File: config.mk
export PLATFORM = sky130hd
export DESIGN_NAME = bcd_rtc_core
export DESIGN_NICKNAME = d
export VERILOG_FILES = /design/src/rtl/rtc_pkg.sv /design/src/rtl/rtc_tick_div.sv /design/src/rtl/rtc_next.sv /design/src/rtl/bcd_rtc_core.sv
export SDC_FILE = /design/constraint.sdc
export NUM_CORES = 1
export LEC_CHECK = 0
export BUFFER_PORTS_ARGS = -buffer_cell sky130_fd_sc_hd__buf_2
export CAP_MARGIN = 20
export CORE_ASPECT_RATIO = 0.75
export CORE_UTILIZATION = 58
export CTS_CLUSTER_DIAMETER = 30
export CTS_CLUSTER_SIZE = 20
export DETAILED_ROUTE_END_ITERATION = 8
export GPL_TIMING_DRIVEN = 0
export PLACE_DENSITY = 0.81
export SYNTH_ARGS = -nofsm -noshare
export SYNTH_HDL_FRONTEND = slang
export SYNTH_SLANG_ARGS = --single-unit
export TNS_END_PERCENT = 5
File: constraint.sdc
create_clock -name clk -period 3.3 [get_ports clk]
set_input_delay 0.66 -clock clk [delete_from_list [all_inputs] [get_ports clk]]
set_output_delay 0.66 -clock clk [all_outputs]
set_load 0.05 [all_outputs]
File: src/rtl/rtc_pkg.sv
package rtc_pkg;

    localparam int REG_COUNT = 7;
    localparam int BYTE_W    = 8;
    localparam int SNAP_W    = REG_COUNT * BYTE_W;

    typedef enum logic [2:0] {
        A_SEC   = 3'd0,
        A_MIN   = 3'd1,
        A_HOUR  = 3'd2,
        A_DATE  = 3'd3,
        A_MONTH = 3'd4,
        A_DOW   = 3'd5,
        A_YEAR  = 3'd6,
        A_NONE  = 3'd7
    } reg_addr_e;

    // Seconds occupy the low byte of the packed value.
    typedef struct packed {
        logic [7:0] year;
        logic [7:0] dow;
        logic [7:0] month;
        logic [7:0] date;
        logic [7:0] hour;
        logic [7:0] min;
        logic [7:0] sec;
    } rtc_regs_t;

    function automatic logic [7:0] bcd_inc(input logic [7:0] v);
        if (v[3:0] == 4'd9) return {v[7:4] + 4'd1, 4'd0};
        else                return {v[7:4], v[3:0] + 4'd1};
    endfunction

    // Tens*10+ones is divisible by 4 exactly when tens*2+ones is.
    function automatic logic year_is_leap(input logic [7:0] y);
        logic [4:0] s;
        s = {y[7:4], 1'b0} + {1'b0, y[3:0]};
        return (s[1:0] == 2'b00);
    endfunction

    function automatic logic [7:0] month_last_day(input logic [7:0] m, input logic [7:0] y);
        case (m)
            8'h02:                      return year_is_leap(y) ? 8'h29 : 8'h28;
            8'h04, 8'h06, 8'h09, 8'h11: return 8'h30;
            default:                    return 8'h31;
        endcase
    endfunction

endpackage

File: src/rtl/rtc_tick_div.sv
module rtc_tick_div #(
    parameter int DIV_RATIO = 32768
) (
    input  logic clk,
    input  logic rst,
    input  logic tbase_en,
    input  logic halt,
    input  logic clear,
    output logic tick
);
    localparam int CNT_W = (DIV_RATIO > 1) ? $clog2(DIV_RATIO) : 1;
    localparam logic [CNT_W-1:0] LAST = CNT_W'(DIV_RATIO - 1);

    logic [CNT_W-1:0] cnt_q;
    logic             step;

    assign step = tbase_en && !halt;
    assign tick = step && (cnt_q == LAST);

    always_ff @(posedge clk) begin
        if (rst || clear)  cnt_q <= '0;
        else if (tick)     cnt_q <= '0;
        else if (step)     cnt_q <= cnt_q + 1'b1;
    end

    // two ticks are never adjacent when the ratio is above one
    p_tick_gap_r3: assert property (@(posedge clk) disable iff (rst)
        (tick && DIV_RATIO > 1) |=> !tick);

endmodule

File: src/rtl/rtc_next.sv
module rtc_next
    import rtc_pkg::*;
(
    input  rtc_regs_t cur,
    output rtc_regs_t nxt
);
    logic       sec_wrap, min_carry, day_carry, mon_carry, yr_carry;
    logic [7:0] s_inc, m_inc, h12_inc, h24_inc, d_inc, mo_inc, y_inc, last_day;
    logic       mode12, pm;

    assign mode12   = cur.hour[7];
    assign pm       = cur.hour[5];
    assign s_inc    = bcd_inc({1'b0, cur.sec[6:0]});
    assign m_inc    = bcd_inc(cur.min);
    assign h12_inc  = bcd_inc({3'b000, cur.hour[4:0]});
    assign h24_inc  = bcd_inc({2'b00, cur.hour[5:0]});
    assign d_inc    = bcd_inc(cur.date);
    assign mo_inc   = bcd_inc(cur.month);
    assign y_inc    = bcd_inc(cur.year);
    assign last_day = month_last_day(cur.month, cur.year);

    always_comb begin
        nxt       = cur;
        sec_wrap  = (cur.sec[6:0] == 7'h59);
        min_carry = sec_wrap && (cur.min == 8'h59);
        day_carry = 1'b0;
        mon_carry = 1'b0;
        yr_carry  = 1'b0;

        nxt.sec = sec_wrap ? {cur.sec[7], 7'h00} : (s_inc | {cur.sec[7], 7'h00});
        if (sec_wrap) nxt.min = (cur.min == 8'h59) ? 8'h00 : m_inc;

        if (min_carry) begin
            if (mode12) begin
                if (cur.hour[4:0] == 5'h11) begin
                    nxt.hour  = {1'b1, 1'b0, ~pm, 5'h12};
                    day_carry = pm;
                end else if (cur.hour[4:0] == 5'h12) begin
                    nxt.hour = {1'b1, 1'b0, pm, 5'h01};
                end else begin
                    nxt.hour = {1'b1, 1'b0, pm, 5'h00} | h12_inc;
                end
            end else begin
                day_carry = (cur.hour[5:0] == 6'h23);
                nxt.hour  = day_carry ? 8'h00 : h24_inc;
            end
        end

        if (day_carry) begin
            nxt.dow   = (cur.dow == 8'h07) ? 8'h01 : cur.dow + 8'd1;
            mon_carry = (cur.date == last_day);
            nxt.date  = mon_carry ? 8'h01 : d_inc;
        end
        if (mon_carry) begin
            yr_carry  = (cur.month == 8'h12);
            nxt.month = yr_carry ? 8'h01 : mo_inc;
        end
        if (yr_carry) nxt.year = (cur.year == 8'h99) ? 8'h00 : y_inc;
    end

endmodule

File: src/rtl/bcd_rtc_core.sv
module bcd_rtc_core
    import rtc_pkg::*;
#(
    parameter int DIV_RATIO = 32768
) (
    input  logic        clk,
    input  logic        rst,
    input  logic        tbase_en,
    input  logic [2:0]  reg_addr,
    input  logic        reg_we,
    input  logic [7:0]  reg_wdata,
    output logic [7:0]  reg_rdata,
    output logic [55:0] snap_out
);
    localparam rtc_regs_t RESET_VAL = '{year: 8'h00, dow: 8'h01, month: 8'h01,
                                        date: 8'h01, hour: 8'h00, min: 8'h00, sec: 8'h00};

    rtc_regs_t q, nxt;
    logic      tick, sec_write;
    reg_addr_e addr;

    assign addr      = reg_addr_e'(reg_addr);
    assign sec_write = reg_we && (addr == A_SEC);

    rtc_tick_div #(.DIV_RATIO(DIV_RATIO)) u_div (
        .clk(clk), .rst(rst), .tbase_en(tbase_en),
        .halt(q.sec[7]), .clear(sec_write), .tick(tick)
    );

    rtc_next u_next (.cur(q), .nxt(nxt));

    always_ff @(posedge clk) begin
        if (rst) begin
            q <= RESET_VAL;
        end else if (reg_we) begin
            case (addr)
                A_SEC:   q.sec   <= reg_wdata;
                A_MIN:   q.min   <= reg_wdata;
                A_HOUR:  q.hour  <= reg_wdata;
                A_DATE:  q.date  <= reg_wdata;
                A_MONTH: q.month <= reg_wdata;
                A_DOW:   q.dow   <= reg_wdata;
                A_YEAR:  q.year  <= reg_wdata;
                default: ;
            endcase
        end else if (tick) begin
            q <= nxt;
        end
    end

    always_comb begin
        case (addr)
            A_SEC:   reg_rdata = q.sec;
            A_MIN:   reg_rdata = q.min;
            A_HOUR:  reg_rdata = q.hour;
            A_DATE:  reg_rdata = q.date;
            A_MONTH: reg_rdata = q.month;
            A_DOW:   reg_rdata = q.dow;
            A_YEAR:  reg_rdata = q.year;
            default: reg_rdata = 8'h00;
        endcase
    end

    assign snap_out = q;

    // a halted clock holds every register unless the host writes
    p_halt_hold_r4: assert property (@(posedge clk) disable iff (rst)
        (q.sec[7] && !reg_we) |=> $stable(q));

    // seconds wrap from 59 to 00 on a tick
    p_sec_wrap_r5: assert property (@(posedge clk) disable iff (rst)
        (tick && !reg_we && q.sec[6:0] == 7'h59) |=> (q.sec[6:0] == 7'h00));

    // 11:59:59 in 12-hour form becomes 12 with the PM flag flipped
    p_pm_flip_r7: assert property (@(posedge clk) disable iff (rst)
        (tick && !reg_we && q.hour[7] && q.hour[4:0] == 5'h11 &&
         q.min == 8'h59 && q.sec[6:0] == 7'h59)
        |=> (q.hour[4:0] == 5'h12 && q.hour[5] != $past(q.hour[5])));

    // a write to minutes lands unchanged, whatever the tick did
    p_write_wins_r12: assert property (@(posedge clk) disable iff (rst)
        (reg_we && reg_addr == 3'd1) |=> (q.min == $past(reg_wdata)));

endmodule

==> summary.md, run 1 <==
| Metric | Value |
|---|---|
| Top post-synthesis cells by area | `dfxtp_1, o21ai_0, nand2_1` |
| Chip Width | `109 um` |
| Ant diodes | `0` |
| First-pass GRT wire length | `27100 um` |
| Routed Antenna Nets | `0` |
| Placed insts | `832` |
| Number of DRC markers after the initial detailed-route iteration | `840` |
| DRC violation count after routing | `0` |
| Final setup violation count | `0` |
| Post-detailed-placement cell area | `0.00550 mm^2` |
| Minimum clock period | `3.12 ns` |
| Cell with the most instances after synthesis | `nand2_1` |
| CORE AREA | `between 0.008 and 0.009 mm^2` |
| Commonest register cell after synthesis | `dfxtp_1` |
| Total power after layout | `0.00237 W` |
| Yosys top cell area share | `28.5%` |
| Boundary Pins | `79` |
| Total global routing track utilization | `41.0%` |
| Buffer cell driving the clock tree root | `clkbuf_16` |
| Tcrit/Tclk final | `94.5%` |
| Post-route setup TNS | `0 ns` |
| Unrepaired setup endpoints after global routing | `no` |
| Wire per inst | `21.4 um` |
| Global placement routability congestion | `1.02` |
| Number of buffers between clock root and the deepest sink | `2` |
| CTS Hold Bufs | `0` |
| Outcome | `finished, final reports clean` |
| Total Routed Length | `around 18000 um` |
| Yosys warning total | `0` |
| Die outline area | `0.00897 mm^2` |
| Die Span Y | `82.3 um` |
| Number of buffers inserted to repair setup after CTS | `0` |
| Total congestion overflow | `0` |
| Max-cap violation count | `0` |
| Pin count of the biggest net entering global routing | `14` |
| Highest fanout seen on the critical path | `10` |
| Fin. max-slew vios | `0` |
| Final-stage net count | `772` |
| Number of clock sinks | `71` |
| Final Instance Area | `0.00584 mm^2` |
| Nature of the critical path endpoint | `primary output` |
| Clock Latency Late Sink | `between 0.3 and 0.4 ns` |
| Worst Clk Skew | `0.00366 ns` |
| Sequential area share after synthesis | `28.5%` |
| Final instance count without filler cells | `about 850` |
| Post-synthesis net count | `686` |
| Transition time at the pin with the least slew margin | `between 0.8 and 0.9 ns` |
| Post-CTS resize count | `2` |
| Arrival time at the worst endpoint | `2.46 ns` |
| Synthesized instance count | `651` |
| Post-synthesis instance area | `0.00498 mm^2` |
| Cell variety after synth | `between 70 and 80` |
| Clock Pin Slew Worst Setup and Hold Paths | `0.06 ns` |
| Area growth syn-to-layout | `17.2%` |
| PwrDens | `406 mW/mm^2` |
| Number of clock buffers inserted by TritonCTS | `9` |
| IO buf count | `76` |
| Cell Rows | `28` |
| Async set or reset register ratio after synthesis | `0%` |
| Vias after detailed routing | `5719` |
| Final-report hold violation count | `0` |
| Critical Path Start Type | `input port` |
| Post-synth top cells | `nand2_1, dfxtp_1, o21ai_0` |
| Cell type with the highest aggregate area in the netlist | `dfxtp_1` |
| Clock tree from TritonCTS | `yes` |
| Leakage component of the power | `2.38 nW` |
| Worst Hold Margin | `0.523 ns` |
| Relative slew slack | `42.4%` |
| Count of TritonRoute iterations in the first routing pass | `7` |
| Proportion of layout cells with a drive suffix above 1 | `approximately 18%` |
| Initial Util | `61.6%` |
| FF+latch count, synth | `71` |
| Worst endpoint required time | `2.64 ns` |
| CTS HTree Levels | `3` |
| Worst min-delay path category | `reg2reg` |
| Vias per cell | `a little under 7` |
| Worst vdd rail ir drop | `0.388 mV` |
| Vias in the first global route | `around 5000` |
| Highest clock rate | `321 MHz` |
| DP Wirelength | `13200 um` |
| WS Path Type | `in2out` |
| Number of enable-type register cells in the synthesized netlist | `0` |
| Average cell area after synthesis | `7.66 um^2` |
| Antenna violations before repair | `0` |
kinds of logic (layout without fill, tap and decap cells):
kind of cell / Yosys count / in the layout / synth area share, %
buffers and inverters: 65 / 156 / 5.45
muxes: 20 / 20 / 5.50
adders and majority gates: 20 / 20 / 5.02
DFF: 71 / 71 / 28.5
AOI/OAI and AO/OA: 206 / 206 / 26.9
and+or+nand+nor: 254 / 254 / 26.0
xor gates and xnor gates: 15 / 15 / 2.64
layout make-up:
class / count / area, um^2
clock inverter: 7 / 121
fill: 673 / 2250
clock buffer: 9 / 225
timing repair buffer: 76 / 380
inverter: 29 / 109
multi-input combinational: 515 / 3290
sequential: 71 / 1420
buffer: 35 / 163
tap: 105 / 131
flip-flops by register name (all words and copies together), names as in the netlist:
register	flops
u_div.cnt_q	15
snap_out	56
through the flow:
| stage | setup slack, ns | utilization (%) |
|---|---|---|
| 6_report | 0.180 | 72.2 |
| 5_1_grt | 0.0838 | 72.2 |
| 4_1_cts | 0.156 | 72.2 |
| 3_5_place_dp | -0.191 | 67.9 |
| 3_3_place_gp | -0.190 | 67.9 |
| 2_1_floorplan | -0.110 | - |
placed cells by master (no fill, tap or decap), types with 5 or more instances in the layout:
master | netlist | layout
a211oi_1 | 12 | 12
a21oi_1 | 37 | 37
a22oi_1 | 13 | 13
a31oi_1 | 13 | 13
and2_1 | 7 | 7
and3_1 | 12 | 12
buf_2 | 6 | 84
clkbuf_1 | 23 | 21
clkbuf_16 | 0 | 9
dfxtp_1 | 71 | 71
ha_1 | 20 | 20
inv_1 | 28 | 28
mux2_2 | 6 | 6
mux2i_1 | 9 | 9
nand2_1 | 76 | 76
nand2b_1 | 7 | 7
nand3_1 | 34 | 34
nand3b_1 | 5 | 5
nand4_1 | 8 | 8
nor2_1 | 59 | 59
nor2b_1 | 11 | 11
nor3_1 | 10 | 10
nor3b_1 | 6 | 6
o211ai_1 | 11 | 11
o21a_1 | 7 | 7
o21ai_0 | 65 | 64
o31ai_1 | 9 | 9
xnor2_1 | 7 | 7
xor2_1 | 8 | 8
worst max-delay path, stage by stage:
cell	delay, ns
buf_2	0.10
clkbuf_1	0.42
clkbuf_1	0.48
a22oi_1	0.19
o21ai_0	0.27
buf_2	0.32
metal layers:
layer / GRT usage, % / wire (um) / part of all wire (%) / vias up
met5: 0 / 0 / 0 / -
met4: 17.7 / 529 / 2.9 / 0
met3: 14.3 / 2650 / 15 / 68
met2: 60.6 / 7610 / 42 / 440
met1: 54.1 / 7360 / 41 / 2637
li1: - / - / - / 2574
where the power goes:
| part | switching [W] | internal [W] | total [W] |
|---|---|---|---|
| Sequential | 0.0000298 | 0.000874 | 0.000904 |
| Combinational | 0.000232 | 0.0000842 | 0.000316 |
| Clock | 0.000412 | 0.000741 | 0.00115 |
| Total | 0.000674 | 0.00170 | 0.00237 |
path summary, 6_finish.rpt:
check	start	to	slack [ns]	depth (start not counted)
worst max-delay path	reg_addr[1]	reg_rdata[7]	0.18	6
worst min register to register	u_div.cnt_q[6]	u_div.cnt_q[6]	0.52	2
worst max register to register	u_div.cnt_q[0]	snap_out[54]	0.44	10
worst min-delay path	u_div.cnt_q[6]	u_div.cnt_q[6]	0.52	2
Power figures use the tool's default switching activity.
==> run 2, diff against run 1 <==
Clock period 3.3 ns to 2.99 ns, I/O delays scaled along.
==> summary.md, run 2 (synthesis gave the netlist of run 1 again) <==
| Metric | Value |
|---|---|
| Outcome | `finished with violations` |
| Violated checks | `negative setup slack` |
| Fin. max-slew vios | `0 (unchanged)` |
| Initial Util | `61.6% (unchanged)` |
| Clock Pin Slew Worst Setup and Hold Paths | `0.06 ns (about the same)` |
| Final Instance Area | `0.00581 mm^2 (-0.62%)` |
| Number of buffers between clock root and the deepest sink | `2 (unchanged)` |
| Total power after layout | `0.00247 W (+4.0%)` |
| Cell family with the largest share of critical-path delay | `buffers and inverters` |
| Clock Latency Late Sink | `0.35 ns (about the same)` |
| Wire per inst | `21.2 um (-0.85%)` |
| Highest clock rate | `roughly 330 MHz` |
| CTS HTree Levels | `3 (unchanged)` |
| Final-stage net count | `772 (unchanged)` |
| Count of TritonRoute iterations in the first routing pass | `6 (-1)` |
| Commonest non-fill, non-tap cell in the layout | `buf_2` |
| Chip Width | `109 um (unchanged)` |
| Arrival time at the worst endpoint | `2.44 ns (-0.02 ns)` |
| Routed Antenna Nets | `0 (unchanged)` |
| Die Span Y | `82.3 um (unchanged)` |
| Delay of the slowest cell on the worst path | `0.51 ns (+0.03 ns)` |
| Pin count of the biggest net entering global routing | `15 (+1)` |
| Beginning of the worst register-to-register path | `u_div.cnt_q[0]` |
| Proportion of layout cells with a drive suffix above 1 | `18.1% (+0.27 points)` |
| Antenna violations before repair | `0 (unchanged)` |
| Buffer cell driving the clock tree root | `clkbuf_16` |
| Critical Path Slowest Stage Cell | `clkbuf_1` |
| Number of buffers inserted to repair setup after CTS | `0 (unchanged)` |
| Total Routed Length | `18000 um (-0.85%)` |
| Boundary Pins | `79 (unchanged)` |
| WS Path Type | `in2out` |
| Worst Clk Skew | `0.00776 ns (+0.00410 ns)` |
| Transition time at the pin with the least slew margin | `0.807 ns (-0.0576 ns)` |
| Setup slack on the worst flop-to-flop path | `0.15 ns (-0.29 ns)` |
| Buffer and inverter count on the worst path | `4 (unchanged)` |
| Number of clock buffers inserted by TritonCTS | `9 (unchanged)` |
| Crit-path cells | `buf_2 > clkbuf_1 > clkbuf_1 > a22oi_1 > o21ai_0 > buf_2` |
| Vias per cell | `6.75 (about the same)` |
| Ant diodes | `0 (unchanged)` |
| Placed insts | `832 (unchanged)` |
| Post-detailed-placement cell area | `0.00550 mm^2 (unchanged)` |
| Most frequent cells in the layout | `buf_2, nand2_1, dfxtp_1` |
| Unrepaired setup endpoints after global routing | `yes` |
| Critical Path Start Type | `input port` |
| Final setup violation count | `1 (+1)` |
| Area growth syn-to-layout | `16.5%` |
| Max-cap violation count | `0 (unchanged)` |
| Vias in the first global route | `4905 (-1.9%)` |
| DRC violation count after routing | `0 (unchanged)` |
| First-pass GRT wire length | `26900 um (-0.54%)` |
| Number of cells on the critical path | `6 (unchanged)` |
| Worst vdd rail ir drop | `0.480 mV (+24%)` |
| Total congestion overflow | `0 (unchanged)` |
| Final-report hold violation count | `0 (unchanged)` |
| Pre-CTS worst setup slack | `-0.402 ns (-0.212 ns)` |
| Cell Rows | `28 (unchanged)` |
| Total global routing track utilization | `40.9% (-0.13 points)` |
| Nature of the critical path endpoint | `primary output` |
| Global placement routability congestion | `1.06 (+3.5%)` |
| IO buf count | `76 (unchanged)` |
| RR Endpoint | `snap_out[54]` |
| Setup ws final | `-0.0477 ns (-0.228 ns)` |
| Leakage component of the power | `2.36 nW (-0.92%)` |
| Clock tree from TritonCTS | `yes` |
| Highest fanout seen on the critical path | `10 (unchanged)` |
| Relative slew slack | `46.2% (+3.8 points)` |
| Vias after detailed routing | `5720 (+0.017%)` |
| Worst endpoint required time | `2.39 ns (-0.25 ns)` |
| Launch point of the critical path | `reg_addr[1]` |
| Number of cells on the worst reg-to-reg path | `10 (unchanged)` |
| Tcrit/Tclk final | `102%` |
| Critical Path Sink | `reg_rdata[7]` |
| Number of clock sinks | `71 (unchanged)` |
| CORE AREA | `0.00809 mm^2 (unchanged)` |
| Utilization after layout | `71.7% (-0.45 points)` |
| Worst min-delay path category | `reg2reg` |
| Final instance count without filler cells | `847 (unchanged)` |
| Die outline area | `0.00897 mm^2 (unchanged)` |
| Max FFs per register | `56 (unchanged)` |
| DP Wirelength | `13100 um (-0.89%)` |
| Hold path cells | `2 (unchanged)` |
| Minimum clock period | `between 3 and 4 ns` |
| PwrDens | `425 mW/mm^2 (+4.6%)` |
| Number of DRC markers after the initial detailed-route iteration | `700 (-17%)` |
## run 2: routing by layer
metal	up-vias	share of wire [%]	track usage, %
met1	2679	40	53.6
met2	415	41	57.8
met4	0	3.7	20.7
met3	63	15	16.2
li1	2563	-	-
met5	-	0	0
## run 2: cell type report
type | count | area (um^2)
Buffer | 35 | 164
Timing Repair Buffer | 76 | 380
Tap cell | 105 | 131
Sequential cell | 71 | 1420
Clock inverter | 7 | 80.1
Fill cell | 663 | 2290
Inverter | 29 | 109
Clock buffer | 9 | 225
Multi-Input combinational cell | 515 | 3290
## run 2: timing repair
action	in CTS	in global routing
hold buffers	0	0
resized for setup	3	3
endpoints found under the setup margin	8	6
cloned	0	0
## run 2: worst min-delay path by stage
stage / to / slack, ns / startpoint
6_report: u_div.cnt_q[14] / 0.51 / u_div.cnt_q[14]
5_1_grt: u_div.cnt_q[14] / 0.54 / u_div.cnt_q[14]
4_1_cts: u_div.cnt_q[14] / 0.50 / u_div.cnt_q[14]
3_5_place_dp: u_div.cnt_q[14] / 0.49 / u_div.cnt_q[14]
3_3_place_gp: u_div.cnt_q[14] / 0.48 / u_div.cnt_q[14]
2_1_floorplan: u_div.cnt_q[14] / 0.46 / u_div.cnt_q[14]
## run 2: stage by stage
stage	hold WS (ns)	setup TNS, ns
floorplan	0.464	-0.290
global placement	0.483	-2.56
global route	0.540	-0.112
CTS	0.504	0
finish	0.508	-0.0477
detailed placement	0.495	-2.24
## run 2: where the power goes
| part | leakage (nW) | switching, W | internal [W] | total [W] |
|---|---|---|---|---|
| Sequential | 0.574 | 0.0000331 | 0.000964 | 0.000997 |
| Clock | 0.143 | 0.000467 | 0.000655 | 0.00112 |
| Combinational | 1.64 | 0.000255 | 0.0000930 | 0.000348 |
| Total | 2.36 | 0.000756 | 0.00171 | 0.00247 |
## run 2: worst register-to-register path, delay by kind of cell, from the launching register on
family | cells | cell delay (ns)
fa+ha+maj | 1 | 0.18
simple gates | 2 | 0.47
buf+inv | 2 | 0.56
compound gates | 5 | 1.12
flops | 1 | 0.36
==> run 3, diff against run 2 <==
Settings changed: CORE_MARGIN set to 5, REMOVE_ABC_BUFFERS set to 1.
==> summary.md, run 3 (synthesis gave the netlist of run 1 again) <==
| Metric | Value |
|---|---|
| Outcome | `finished, final reports clean` |
| Number of clock buffers inserted by TritonCTS | `9 (unchanged)` |
| First-pass GRT wire length | `26700 um (-1.0%)` |
| Most frequent cells in the layout | `buf_2, nand2_1, dfxtp_1` |
| Placed insts | `802 (-3.6%)` |
| Delay of the slowest cell on the worst path | `0.50 ns (about the same)` |
| Highest clock rate | `355 MHz (+7.7%)` |
| Chip Width | `117 um (+7.3%)` |
| Proportion of layout cells with a drive suffix above 1 | `17.0% (-1.0 points)` |
| Max-cap violation count | `0 (unchanged)` |
| Relative slew slack | `27.3% (-19 points)` |
| Number of clock sinks | `71 (unchanged)` |
| Fin. max-slew vios | `0 (unchanged)` |
| Setup slack on the worst flop-to-flop path | `0.18 ns (+0.03 ns)` |
| Count of TritonRoute iterations in the first routing pass | `5 (-1)` |
| Global placement routability congestion | `0.987 (-6.8%)` |
| Minimum clock period | `2.82 ns (-0.217 ns)` |
| Worst min-delay path category | `reg2reg` |
| Critical Path Slowest Stage Cell | `buf_2` |
| Beginning of the worst register-to-register path | `snap_out[36]` |
| Final-stage net count | `740 (-4.1%)` |
| Hold path cells | `2 (unchanged)` |
| Area of combinational cells with multiple inputs | `0.00331 mm^2 (+0.49%)` |
| RR Endpoint | `snap_out[32]` |
| Vias per cell | `6.70 (-0.78%)` |
| Ant diodes | `0 (unchanged)` |
| Arrival time at the worst endpoint | `2.22 ns (-0.22 ns)` |
| Fill cell instance count of the final layout | `691 (+4.2%)` |
| Max FFs per register | `56 (unchanged)` |
| Setup ws final | `0.169 ns (+0.217 ns)` |
| Area growth syn-to-layout | `13.9%` |
| Global-route layer with the greatest usage | `met2` |
| Number of buffers inserted to repair setup after CTS | `0 (unchanged)` |
| Pin count of the biggest net entering global routing | `53 (+38)` |
| Number of DRC markers after the initial detailed-route iteration | `713 (+1.9%)` |
| Leakage component of the power | `2.27 nW (-3.4%)` |
| Worst endpoint required time | `2.39 ns (about the same)` |
| Die outline area | `0.0106 mm^2 (+18%)` |
| DP Wirelength | `11800 um (-9.5%)` |
| CORE AREA | `0.00842 mm^2 (+4.0%)` |
| WS Path Type | `in2out` |
| PwrDens | `424 mW/mm^2 (-0.36%)` |
| Critical Path Start Type | `input port` |
| Met1 layer usage reported by global route | `43.9% (-9.7 points)` |
| Sequential cell area | `0.00142 mm^2 (unchanged)` |
| Tcrit/Tclk final | `94.3% (-7.3 points)` |
| Final-report hold violation count | `0 (unchanged)` |
| Total global routing track utilization | `31.5% (-9.4 points)` |
| Pre-CTS worst setup slack | `-0.776 ns (-0.374 ns)` |
| Clock Pin Slew Worst Setup and Hold Paths | `0.06 ns (about the same)` |
| Hold Path Sink | `u_div.cnt_q[14]` |
| Wire per inst | `20.4 um (-3.9%)` |
| Transition time at the pin with the least slew margin | `1.09 ns (+0.284 ns)` |
| Number of cells on the worst reg-to-reg path | `9 (-1)` |
| Cell family with the largest share of critical-path delay | `buffers and inverters` |
| Nature of the critical path endpoint | `primary output` |
| Commonest non-fill, non-tap cell in the layout | `buf_2` |
| Cell Rows | `29 (+3.6%)` |
| Global-route met3 utilization | `8.10% (-8.1 points)` |
| Start point of the worst hold path | `u_div.cnt_q[14]` |
| Final instance count without filler cells | `818 (-3.4%)` |
| Clock Latency Late Sink | `0.34 ns (about the same)` |
| Initial Util | `59.2% (-2.4 points)` |
| Unrepaired setup endpoints after global routing | `no` |
| Total congestion overflow | `0 (unchanged)` |
| Worst vdd rail ir drop | `0.423 mV (-12%)` |
| Number of buffers between clock root and the deepest sink | `2 (unchanged)` |
| Worst Hold Margin | `0.507 ns (-0.00105 ns)` |
| Antenna violations before repair | `0 (unchanged)` |
| CTS HTree Levels | `3 (unchanged)` |
| Buffer and inverter count on the worst path | `2 (-2)` |
| Buffer cell driving the clock tree root | `clkbuf_16` |
| Worst Clk Skew | `0.00689 ns (-0.000874 ns)` |
| CTS Hold Bufs | `0 (unchanged)` |
| Routed Antenna Nets | `0 (unchanged)` |
| Vias in the first global route | `5128 (+4.5%)` |
| Utilization after layout | `67.4% (-4.3 points)` |
| Vias after detailed routing | `5481 (-4.2%)` |
| Global-route track usage on met2 | `47.3% (-10 points)` |
| Crit-path cells | `buf_2 > mux2i_1 > nor2_1 > a31oi_1 > nor2_1 > a31oi_1 > o21ai_0 > buf_2` |
| Total power after layout | `0.00240 W (-2.6%)` |
| Clock tree from TritonCTS | `yes` |
| Boundary Pins | `79 (unchanged)` |
| Total Routed Length | `16700 um (-7.2%)` |
| Final setup violation count | `0 (-1)` |
| Die Span Y | `90.3 um (+9.7%)` |
| DRC violation count after routing | `0 (unchanged)` |
| IO buf count | `78 (+2.6%)` |
| Highest fanout seen on the critical path | `30 (+20)` |
[run 3: repair_timing]
action | 4_1_cts | 5_1_grt
hold endpoints to repair | 0 | 0
setup endpoints to repair | 50 | 10
gates resized for setup | 3 | 2
[run 3: layout make-up]
class / instances / area share (%)
multi-input cells: 515 / 58.3
clock inverters: 3 / 0.750
clock buffers: 13 / 4.41
inverters: 29 / 1.94
well taps: 108 / 2.38
repair buffers: 79 / 7.12
flip-flops and latches: 71 / 25.0
[run 3: per-layer routing]
metal | wire, um | up-vias | part of all wire, %
met5 | 0 | - | 0
li1 | - | 2501 | -
met1 | 7080 | 2548 | 42
met3 | 2010 | 48 | 12
met4 | 369 | 0 | 2.2
met2 | 7240 | 384 | 43
[run 3: worst max-delay path by stage]
| stage | startpoint | end | slack (ns) | depth (start not counted) |
|---|---|---|---|---|
| 2_1_floorplan | snap_out[20] | reg_rdata[4] | 0.19 | 4 |
| 3_3_place_gp | reg_we | snap_out[26] | -0.65 | 7 |
| 3_5_place_dp | reg_we | snap_out[26] | -0.78 | 7 |
| 4_1_cts | snap_out[4] | snap_out[53] | 0.12 | 8 |
| 5_1_grt | snap_out[8] | snap_out[53] | 0.007 | 8 |
| 6_report | reg_addr[2] | reg_rdata[4] | 0.17 | 8 |
[run 3: power breakdown]
part / switching [W] / leakage (nW) / internal [W]
sequential: 0.0000368 / 0.574 / 0.000965
combinational: 0.000234 / 1.56 / 0.0000863
clock: 0.000413 / 0.140 / 0.000668
[run 3: worst reg2reg max path: stages (launching register included)]
cell,delay [ns]
dfxtp_1,0.38
inv_1,0.12
ha_1,0.29
o21ai_0,0.13
o32a_1,0.18
o2bb2ai_1,0.46
and3_1,0.52
nor2_2,0.15
o21a_1,0.26
o311ai_2,0.25
[run 3: through the flow]
step	setup TNS, ns	cell area, um^2
after floorplan	0	4820
after global placement	-22.20	5350
after detailed placement	-28.41	5360
after CTS	0	5660
after global routing	0	5670
final	0	5670
